--- src/rtl/cfgwin_pkg.sv ---
`timescale 1ns/1ps
package cfgwin_pkg;

    // Entry test: every bit outside the mask must equal the match value.
    function automatic logic entry_hit(input logic [31:0] value,
                                       input logic [31:0] match,
                                       input logic [31:0] mask);
        return (value & ~mask) == match;
    endfunction

endpackage

--- src/rtl/cfgwin_match.sv ---
`timescale 1ns/1ps
module cfgwin_match #(
    parameter int CAW       = 12,
    parameter int NUM_MATCH = 2,
    parameter logic [NUM_MATCH*32-1:0] MATCH_TBL = {32'h0008_8000, 32'h0000_1800},
    parameter logic [NUM_MATCH*32-1:0] MASK_TBL  = {32'h0000_0FFF, 32'h0000_00FF}
) (
    input  logic [31:0]    value,
    output logic           hit,
    output logic [CAW-1:0] hit_ofs
);
    import cfgwin_pkg::*;

    logic [NUM_MATCH-1:0]  hit_vec;
    logic [CAW-1:0]        ofs_vec [NUM_MATCH];

    for (genvar i = 0; i < NUM_MATCH; i++) begin : g_entry
        localparam logic [31:0] MV = MATCH_TBL[i*32 +: 32];
        localparam logic [31:0] KV = MASK_TBL[i*32 +: 32];
        assign hit_vec[i] = entry_hit(value, MV, KV);
        assign ofs_vec[i] = value[CAW-1:0] & KV[CAW-1:0];
    end

    // Lowest index has priority: scan from the top so it is written last.
    always_comb begin
        hit     = 1'b0;
        hit_ofs = '0;
        for (int i = NUM_MATCH - 1; i >= 0; i--) begin
            if (hit_vec[i]) begin
                hit     = 1'b1;
                hit_ofs = ofs_vec[i];
            end
        end
    end
endmodule

--- src/rtl/cfgwin_gate.sv ---
`timescale 1ns/1ps
module cfgwin_gate #(
    parameter bit GATED = 1'b1
) (
    input  logic clk,
    input  logic rst_n,
    input  logic wr_master,
    input  logic wr_enable,
    input  logic wbit,
    output logic gate_open
);
    typedef struct packed {
        logic master;
        logic enable;
    } gate_t;

    gate_t g_q, g_d;

    always_comb begin
        g_d = g_q;
        if (wr_master) g_d.master = wbit;
        if (wr_enable) g_d.enable = wbit;
    end

    always_ff @(posedge clk) begin
        if (!rst_n) g_q <= '0;
        else        g_q <= g_d;
    end

    assign gate_open = GATED ? (g_q.master & g_q.enable) : 1'b1;

    p_shadow_master_r8: assert property (@(posedge clk) disable iff (!rst_n)
        wr_master |=> g_q.master == $past(wbit));
    p_shadow_enable_r8: assert property (@(posedge clk) disable iff (!rst_n)
        wr_enable |=> g_q.enable == $past(wbit));
endmodule

--- src/rtl/cfg_window_shim.sv ---
`timescale 1ns/1ps
module cfg_window_shim #(
    parameter int AW        = 4,
    parameter int DW        = 32,
    parameter int CAW       = 12,
    parameter int NUM_MATCH = 2,
    parameter logic [NUM_MATCH*32-1:0] MATCH_TBL = {32'h0008_8000, 32'h0000_1800},
    parameter logic [NUM_MATCH*32-1:0] MASK_TBL  = {32'h0000_0FFF, 32'h0000_00FF},
    parameter logic [AW-1:0] ADDR_OFS   = 4'h8,
    parameter logic [AW-1:0] DATA_OFS   = 4'hC,
    parameter bit            GATED      = 1'b1,
    parameter logic [AW-1:0] MASTER_OFS = 4'h0,
    parameter logic [AW-1:0] ENABLE_OFS = 4'h4
) (
    input  logic           clk,
    input  logic           rst_n,
    input  logic           h_req,
    input  logic           h_we,
    input  logic [AW-1:0]  h_addr,
    input  logic [DW-1:0]  h_wdata,
    output logic           h_rvalid,
    output logic [DW-1:0]  h_rdata,
    output logic           d_req,
    output logic           d_we,
    output logic [AW-1:0]  d_addr,
    output logic [DW-1:0]  d_wdata,
    input  logic           d_rvalid,
    input  logic [DW-1:0]  d_rdata,
    output logic           c_req,
    output logic           c_we,
    output logic [CAW-1:0] c_addr,
    output logic [DW-1:0]  c_wdata,
    input  logic [DW-1:0]  c_rdata
);
    typedef struct packed {
        logic           win_en;
        logic [CAW-1:0] win_ofs;
        logic           rd_pend;
        logic           rd_redir;
        logic           rsp;
        logic [DW-1:0]  rd_data;
    } st_t;

    st_t s_q, s_d;

    logic           gate_open;
    logic           hit;
    logic [CAW-1:0] hit_ofs;

    cfgwin_gate #(.GATED(GATED)) u_gate (
        .clk       (clk),
        .rst_n     (rst_n),
        .wr_master (h_req && h_we && h_addr == MASTER_OFS),
        .wr_enable (h_req && h_we && h_addr == ENABLE_OFS),
        .wbit      (h_wdata[0]),
        .gate_open (gate_open)
    );

    cfgwin_match #(
        .CAW(CAW), .NUM_MATCH(NUM_MATCH),
        .MATCH_TBL(MATCH_TBL), .MASK_TBL(MASK_TBL)
    ) u_match (
        .value   (h_wdata[31:0]),
        .hit     (hit),
        .hit_ofs (hit_ofs)
    );

    logic acc_addr_wr, acc_data, redir_wr, ans_now;
    assign acc_addr_wr = h_req && h_we && (h_addr == ADDR_OFS) && gate_open;
    assign acc_data    = h_req && (h_addr == DATA_OFS) && gate_open;
    assign redir_wr    = acc_data && h_we && s_q.win_en;
    assign ans_now     = d_rvalid && s_q.rd_pend;

    always_comb begin
        s_d     = s_q;
        s_d.rsp = 1'b0;
        if (acc_addr_wr) begin
            s_d.win_en = hit;
            if (hit) s_d.win_ofs = hit_ofs;
        end
        if (h_req && !h_we) begin
            s_d.rd_pend  = 1'b1;
            s_d.rd_redir = acc_data && s_q.win_en;
        end
        if (ans_now) begin
            s_d.rd_pend = 1'b0;
            s_d.rsp     = 1'b1;
            s_d.rd_data = d_rdata;
        end
    end

    always_ff @(posedge clk) begin
        if (!rst_n) s_q <= '0;
        else        s_q <= s_d;
    end

    assign d_req    = h_req && !redir_wr;
    assign d_we     = h_we;
    assign d_addr   = h_addr;
    assign d_wdata  = h_wdata;

    assign c_req    = redir_wr || (ans_now && s_q.rd_redir);
    assign c_we     = redir_wr;
    assign c_addr   = s_q.win_ofs;
    assign c_wdata  = h_wdata;

    assign h_rvalid = s_q.rsp;
    assign h_rdata  = s_q.rd_redir ? c_rdata : s_q.rd_data;

    p_hit_opens_r3: assert property (@(posedge clk) disable iff (!rst_n)
        (acc_addr_wr && hit) |=> (s_q.win_en && s_q.win_ofs == $past(hit_ofs)));
    p_miss_closes_r4: assert property (@(posedge clk) disable iff (!rst_n)
        (acc_addr_wr && !hit) |=> !s_q.win_en);
    p_open_write_local_r6: assert property (@(posedge clk) disable iff (!rst_n)
        (h_req && h_we && h_addr == DATA_OFS && gate_open && s_q.win_en)
        |-> (c_req && c_we && !d_req));
    p_rsp_after_answer_r7: assert property (@(posedge clk) disable iff (!rst_n)
        ans_now |=> h_rvalid);
    p_rsp_origin_r7: assert property (@(posedge clk) disable iff (!rst_n)
        h_rvalid |-> $past(d_rvalid));
    p_closed_hold_r8: assert property (@(posedge clk) disable iff (!rst_n)
        (h_req && h_we && h_addr == ADDR_OFS && !gate_open)
        |=> ($stable(s_q.win_en) && $stable(s_q.win_ofs)));
endmodule

--- config.mk ---
export PLATFORM = sky130hd
export DESIGN_NAME = cfg_window_shim
export DESIGN_NICKNAME = d
export VERILOG_FILES = /design/src/rtl/cfgwin_pkg.sv /design/src/rtl/cfgwin_match.sv /design/src/rtl/cfgwin_gate.sv /design/src/rtl/cfg_window_shim.sv
export SDC_FILE = /design/constraint.sdc
export NUM_CORES = 1
export LEC_CHECK = 0
export CORE_ASPECT_RATIO = 0.5
export CORE_MARGIN = 5
export CORE_UTILIZATION = 34
export DETAILED_ROUTE_END_ITERATION = 12
export GPL_TIMING_DRIVEN = 0
export PLACE_DENSITY = 0.8
export SLEW_MARGIN = 15
export SYNTH_ARGS = -nofsm -noshare
export SYNTH_HDL_FRONTEND = slang
export SYNTH_SLANG_ARGS = --single-unit
--- constraint.sdc ---
create_clock -name clk -period 2.3 [get_ports clk]
set_clock_uncertainty 0.15 [all_clocks]
set_input_delay 0.46 -clock clk [delete_from_list [all_inputs] [get_ports clk]]
set_output_delay 0.46 -clock clk [all_outputs]
set_load 0.05 [all_outputs]
# Word level (Yosys, flattened, before mapping)

Cells that the tools add are included.
Widths: inputs -> output; s select.

Input port bits: 105
Output and inout port bits: 117
Flip-flop bits (word level): 50

Reduce and logical (&&, ||, !) cells: 20
Muxes and demuxes: 6
Bitwise gates (word level): 2
Equal/unequal tests: 5

Operators by type and width:

| cell                | number |
|---|---|
| $mux 33             | 1 |
| $mux 32             | 1 |
| $eq 24x5->1 const B | 1 |
| $mux 12             | 2 |
| $eq 20x8->1 const B | 1 |
| $logic_and 1x1->1   | 14 |
| $eq 4x4->1 const B  | 2 |
| $eq 4x3->1 const B  | 1 |
| $logic_not 4->1     | 1 |
| $logic_not 1->1     | 2 |
| $mux 1              | 2 |
| $reduce_and 2->1    | 1 |
| $reduce_or 2->1     | 1 |
| $and 1x1->1         | 1 |
| $logic_or 1x1->1    | 1 |
| $not 1->1           | 1 |

# Logic depth before layout (Yosys ltp)

Depth in word-level cells: 7
Gate-level depth with buffers: 5
Gate-level depth less buffers: 4

# Hierarchy

From an unflattened synthesis, not the netlist that was laid out.

Cell total of the unflattened synthesis: 300
Area, all modules: 2990.4 um^2

By module, submodules not included:

| module          | cells each | area an instance (um^2) | instances | seq. area each (um^2) |
|---|---|---|---|---|
| cfg_window_shim | 263        | 2656.3                  | 1         | 960.9 |
| cfgwin_match    | 30         | 255.2                   | 1         | 0.0 |
| cfgwin_gate     | 7          | 78.8                    | 1         | 40.0 |

# Least setup slack after synthesis

Ideal clock, no wire load.

Path kind: input -> register
Start point: input port h_addr[0]
End point: register s_q (netlist bit c_addr[3])
Stages on the path: 5
Path slack: 276 ps
Data required time: 2078 ps
Data arrival time: 1802 ps
Path through: nand4bb_4 > or3_4 > a2111oi_4 > buf_6 > mux2i_1

Word-level cells in the longest chain between the ends: 4

RTL lines:

| element                           | line                  | text |
|---|---|---|
| start: declaration                | cfg_window_shim.sv:19 | `input logic [AW-1:0] h_addr,` |
| $eq 4x4->1                        | cfg_window_shim.sv:69 | `assign acc_addr_wr = h_req && h_we && (h_addr == ADDR_OFS) && gate_open;` |
| $logic_and 1x1->1 (2 in series)   | cfg_window_shim.sv:69 |  |
| $reduce_and 2->1 (no source line) | n/a                   |  |
| end signal: assignment            | cfg_window_shim.sv:93 | `if (!rst_n) s_q <= '0;` |
| end signal: assignment            | cfg_window_shim.sv:94 | `else s_q <= s_d;` |
| end: declaration                  | cfg_window_shim.sv:44 | `st_t s_q, s_d;` |

Every way passes these cells.
A chain may end at the register's enable or synchronous reset.

# Final worst setup path

Start point: input port h_addr[0]
End point: output port d_addr[0]

RTL lines:

| element          | line                  | text |
|---|---|---|
| end: declaration | cfg_window_shim.sv:25 | `output logic [AW-1:0] d_addr,` |

No word-level cell between the ends.

==> impl_metrics.tcl <==
set metrics [dict create \
    yosys_warnings 0 \
    yosysMostFrequentCell "buf_4" \
    vias_per_cell 4.32 \
    avgSynthCellArea_um2 9.95 \
    core_area_mm2 0.00806 \
    max-cap-violations 0 \
    power_density_mw_per_mm2 465 \
    clkTransAtPathRegs_ns 0.07 \
    ys_types 30 \
    synth_flop_cell "dfxtp_1" \
    final_hold_viol_count 0 \
    syn2layout_area_growth_pct 86.3 \
    cts_buffers 5 \
    relSlewSlack 0.642 \
    dp_hpwl_mm 7.40 \
    overflow 0 \
    clockRootBuffer "clkbuf_16" \
    clk_latency_ns 0.28 \
    htreeDepth 2 \
    grt_pass1_vias 2781 \
    netlist_area_mm2 0.00283 \
    rsz0062_at_grt "yes" \
    antenna_cells 0 \
    cp-end-kind "primary output" \
    cts_tree "built" \
    synth_nets 389 \
    grt.total_usage 0.167 \
    start_kind "input pin" \
    slew_viol_final 0 \
    drc 0 \
    ir_worst_vdd_uv 398 \
    io_buffers 221 \
    tns_ns 0 \
    cp.arrival_ns 1.67 \
    crit_fanout 3 \
    crit_type "input pin to primary output" \
    min_path_type "flip-flop to flip-flop" \
    synth_common_cells "buf_4 (81), dfxtp_1 (50), a22o_1 (32), mux2_2 (32), nand2_1 (29)" \
    ys_seq_area_frac 0.354 \
    netlist.area_leader.share 0.354 \
    yosys.area.top_type "dfxtp_1" \
    globalplace.congestion 0.742 \
    final.period_utilization 0.991 \
    netlist_instances 284 \
    crit_slowest_cell "clkdlybuf4s50_1" \
    grt_max_degree 17 \
    avgRoutedWirePerCell_um 14.3 \
    nets 618 \
    placedInstanceArea_mm2 0.00518 \
    outcome "completed" \
    io_pins 222 \
    grt_first_pass_wirelength_mm 14.0 \
    via_count 2705 \
    synth_edf_count 0 \
    ys_top_cells_by_area "dfxtp_1 (35%), buf_4 (22%), mux2_2 (13%)" \
    required_ns 1.69 \
    finalSetupViolCount 0 \
    routed_wl_mm 8.97 \
    die_area_mm2 0.0103 \
    p_total_uw 2450 \
    cts.sinks 50 \
    firstDrtPassIters 4 \
    initial_core_util 0.351 \
    fmax_mhz 439 \
    cts.path.max_buffers 2 \
    dp_cells 617 \
    fin_area_mm2 0.00527 \
    power.leakage_uw 0.00234 \
    rows 23 \
    first_iter_violations 86 \
    period_minus_slack_ns 2.28 \
    tightest_slew_ns 0.535 \
    detail-route-antenna-nets 0 \
    crit_chain "dlygate4sd2_1 -> buf_4 -> clkdlybuf4s50_1" \
    asyncSetResetFlopFracSynth 0 \
    synth_seq_cells 50 \
    critPathMaxStageDelay_ns 0.78 \
    die_width_um 139 \
    cp_num_buf_inv 3 \
    path_delay_family "buffers and inverters" \
    die_y_um 74.5 \
    stdcell_count 626 \
    drive_gt1_frac 0.346 \
    antenna_found_initial 0 \
]
-- report_power, final --
group          switching, µW  internal [µW]
sequential              10.4            886
combinational            431            350
clock                    332            437
-- through the flow --
stage | util | setup WS [ns] | hold WS (ns)
2_1_floorplan | - | 0.276 | 0.285
3_3_place_gp | 0.643 | -0.947 | 0.294
3_5_place_dp | 0.643 | -1.00 | 0.299
4_1_cts | 0.657 | 0.00215 | 0.315
5_1_grt | 0.653 | -0.00751 | 0.339
6_report | 0.653 | 0.0206 | 0.310
-- cells by family (layout without fill, tap and decap cells) --
group | after synthesis | after routing | share of synthesized area
simple gates | 54 | 54 | 0.105
mux | 43 | 43 | 0.166
flops | 50 | 50 | 0.354
compound gates | 40 | 40 | 0.126
buf+inv | 97 | 327 | 0.249
-- worst reg2reg max path: cells and delay by family (launching register included) --
family | cells | cell delay, ns
flip-flops | 1 | 0.33
AND/OR/NAND/NOR | 3 | 1.09
AO/OA/AOI/OAI | 1 | 0.18
-- timing repair --
| action | CTS | global route |
|---|---|---|
| hold buffers | 0 | 0 |
| gates resized for setup | 174 | 39 |
| pin swaps | 4 | 3 |
| buffers inserted | 2 | 0 |
| endpoints found under the setup margin | 114 | 30 |
| endpoints found under the hold margin | 0 | 0 |
-- layout by cell type (no fill, tap or decap), types with 2 or more instances in the layout --
master	netlist	final
clkdlybuf4s50_1	0	115
buf_4	81	87
dlygate4sd2_1	0	64
dfxtp_1	50	49
mux2_2	32	32
a22o_1	32	32
nand2_1	29	28
clkdlybuf4s15_2	0	19
clkbuf_2	0	12
mux2i_1	11	11
clkbuf_1	11	7
clkbuf_16	0	5
clkbuf_8	2	4
o22ai_1	4	4
nand3_1	3	3
nor4_1	4	3
nor3_1	3	3
buf_6	2	3
nor2b_1	3	3
clkdlybuf4s15_1	0	3
o21a_1	2	2
buf_2	0	2
-- registers in the layout (all words and copies together) (netlist names) --
register    flops
c_addr         12
h_rvalid        1
s_q            35
u_gate.g_q      2
-- area by class of cell --
cell class,instances,area (µm²)
multi-input combinational,137,1150
tap,112,140
inverter,1,3.75
buffer,95,713
fill,670,2790
timing repair buffer,223,2100
sequential,50,1000
clock buffer,6,139
clock inverter,2,16.3
-- path summary, 6_finish.rpt --
| check | start | to | slack (ns) | cells after the start |
|---|---|---|---|---|
| setup / recovery | h_addr[0] | d_addr[0] | 0.02 | 3 |
| hold / removal | c_addr[3] | c_addr[3] | 0.31 | 2 |
| setup reg to reg | u_gate.g_q[0] | c_addr[11] | 0.47 | 4 |
| hold reg to reg | c_addr[3] | c_addr[3] | 0.31 | 2 |
-- layer usage --
metal | track usage | up-vias | wire length, µm
met1 | 0.188 | 1240 | 3500
met5 | 0 | - | 0
met2 | 0.334 | 89 | 4910
li1 | - | 1372 | -
met3 | 0.0392 | 4 | 517
met4 | 0.0260 | 0 | 40
Power figures use the tool's default switching activity.
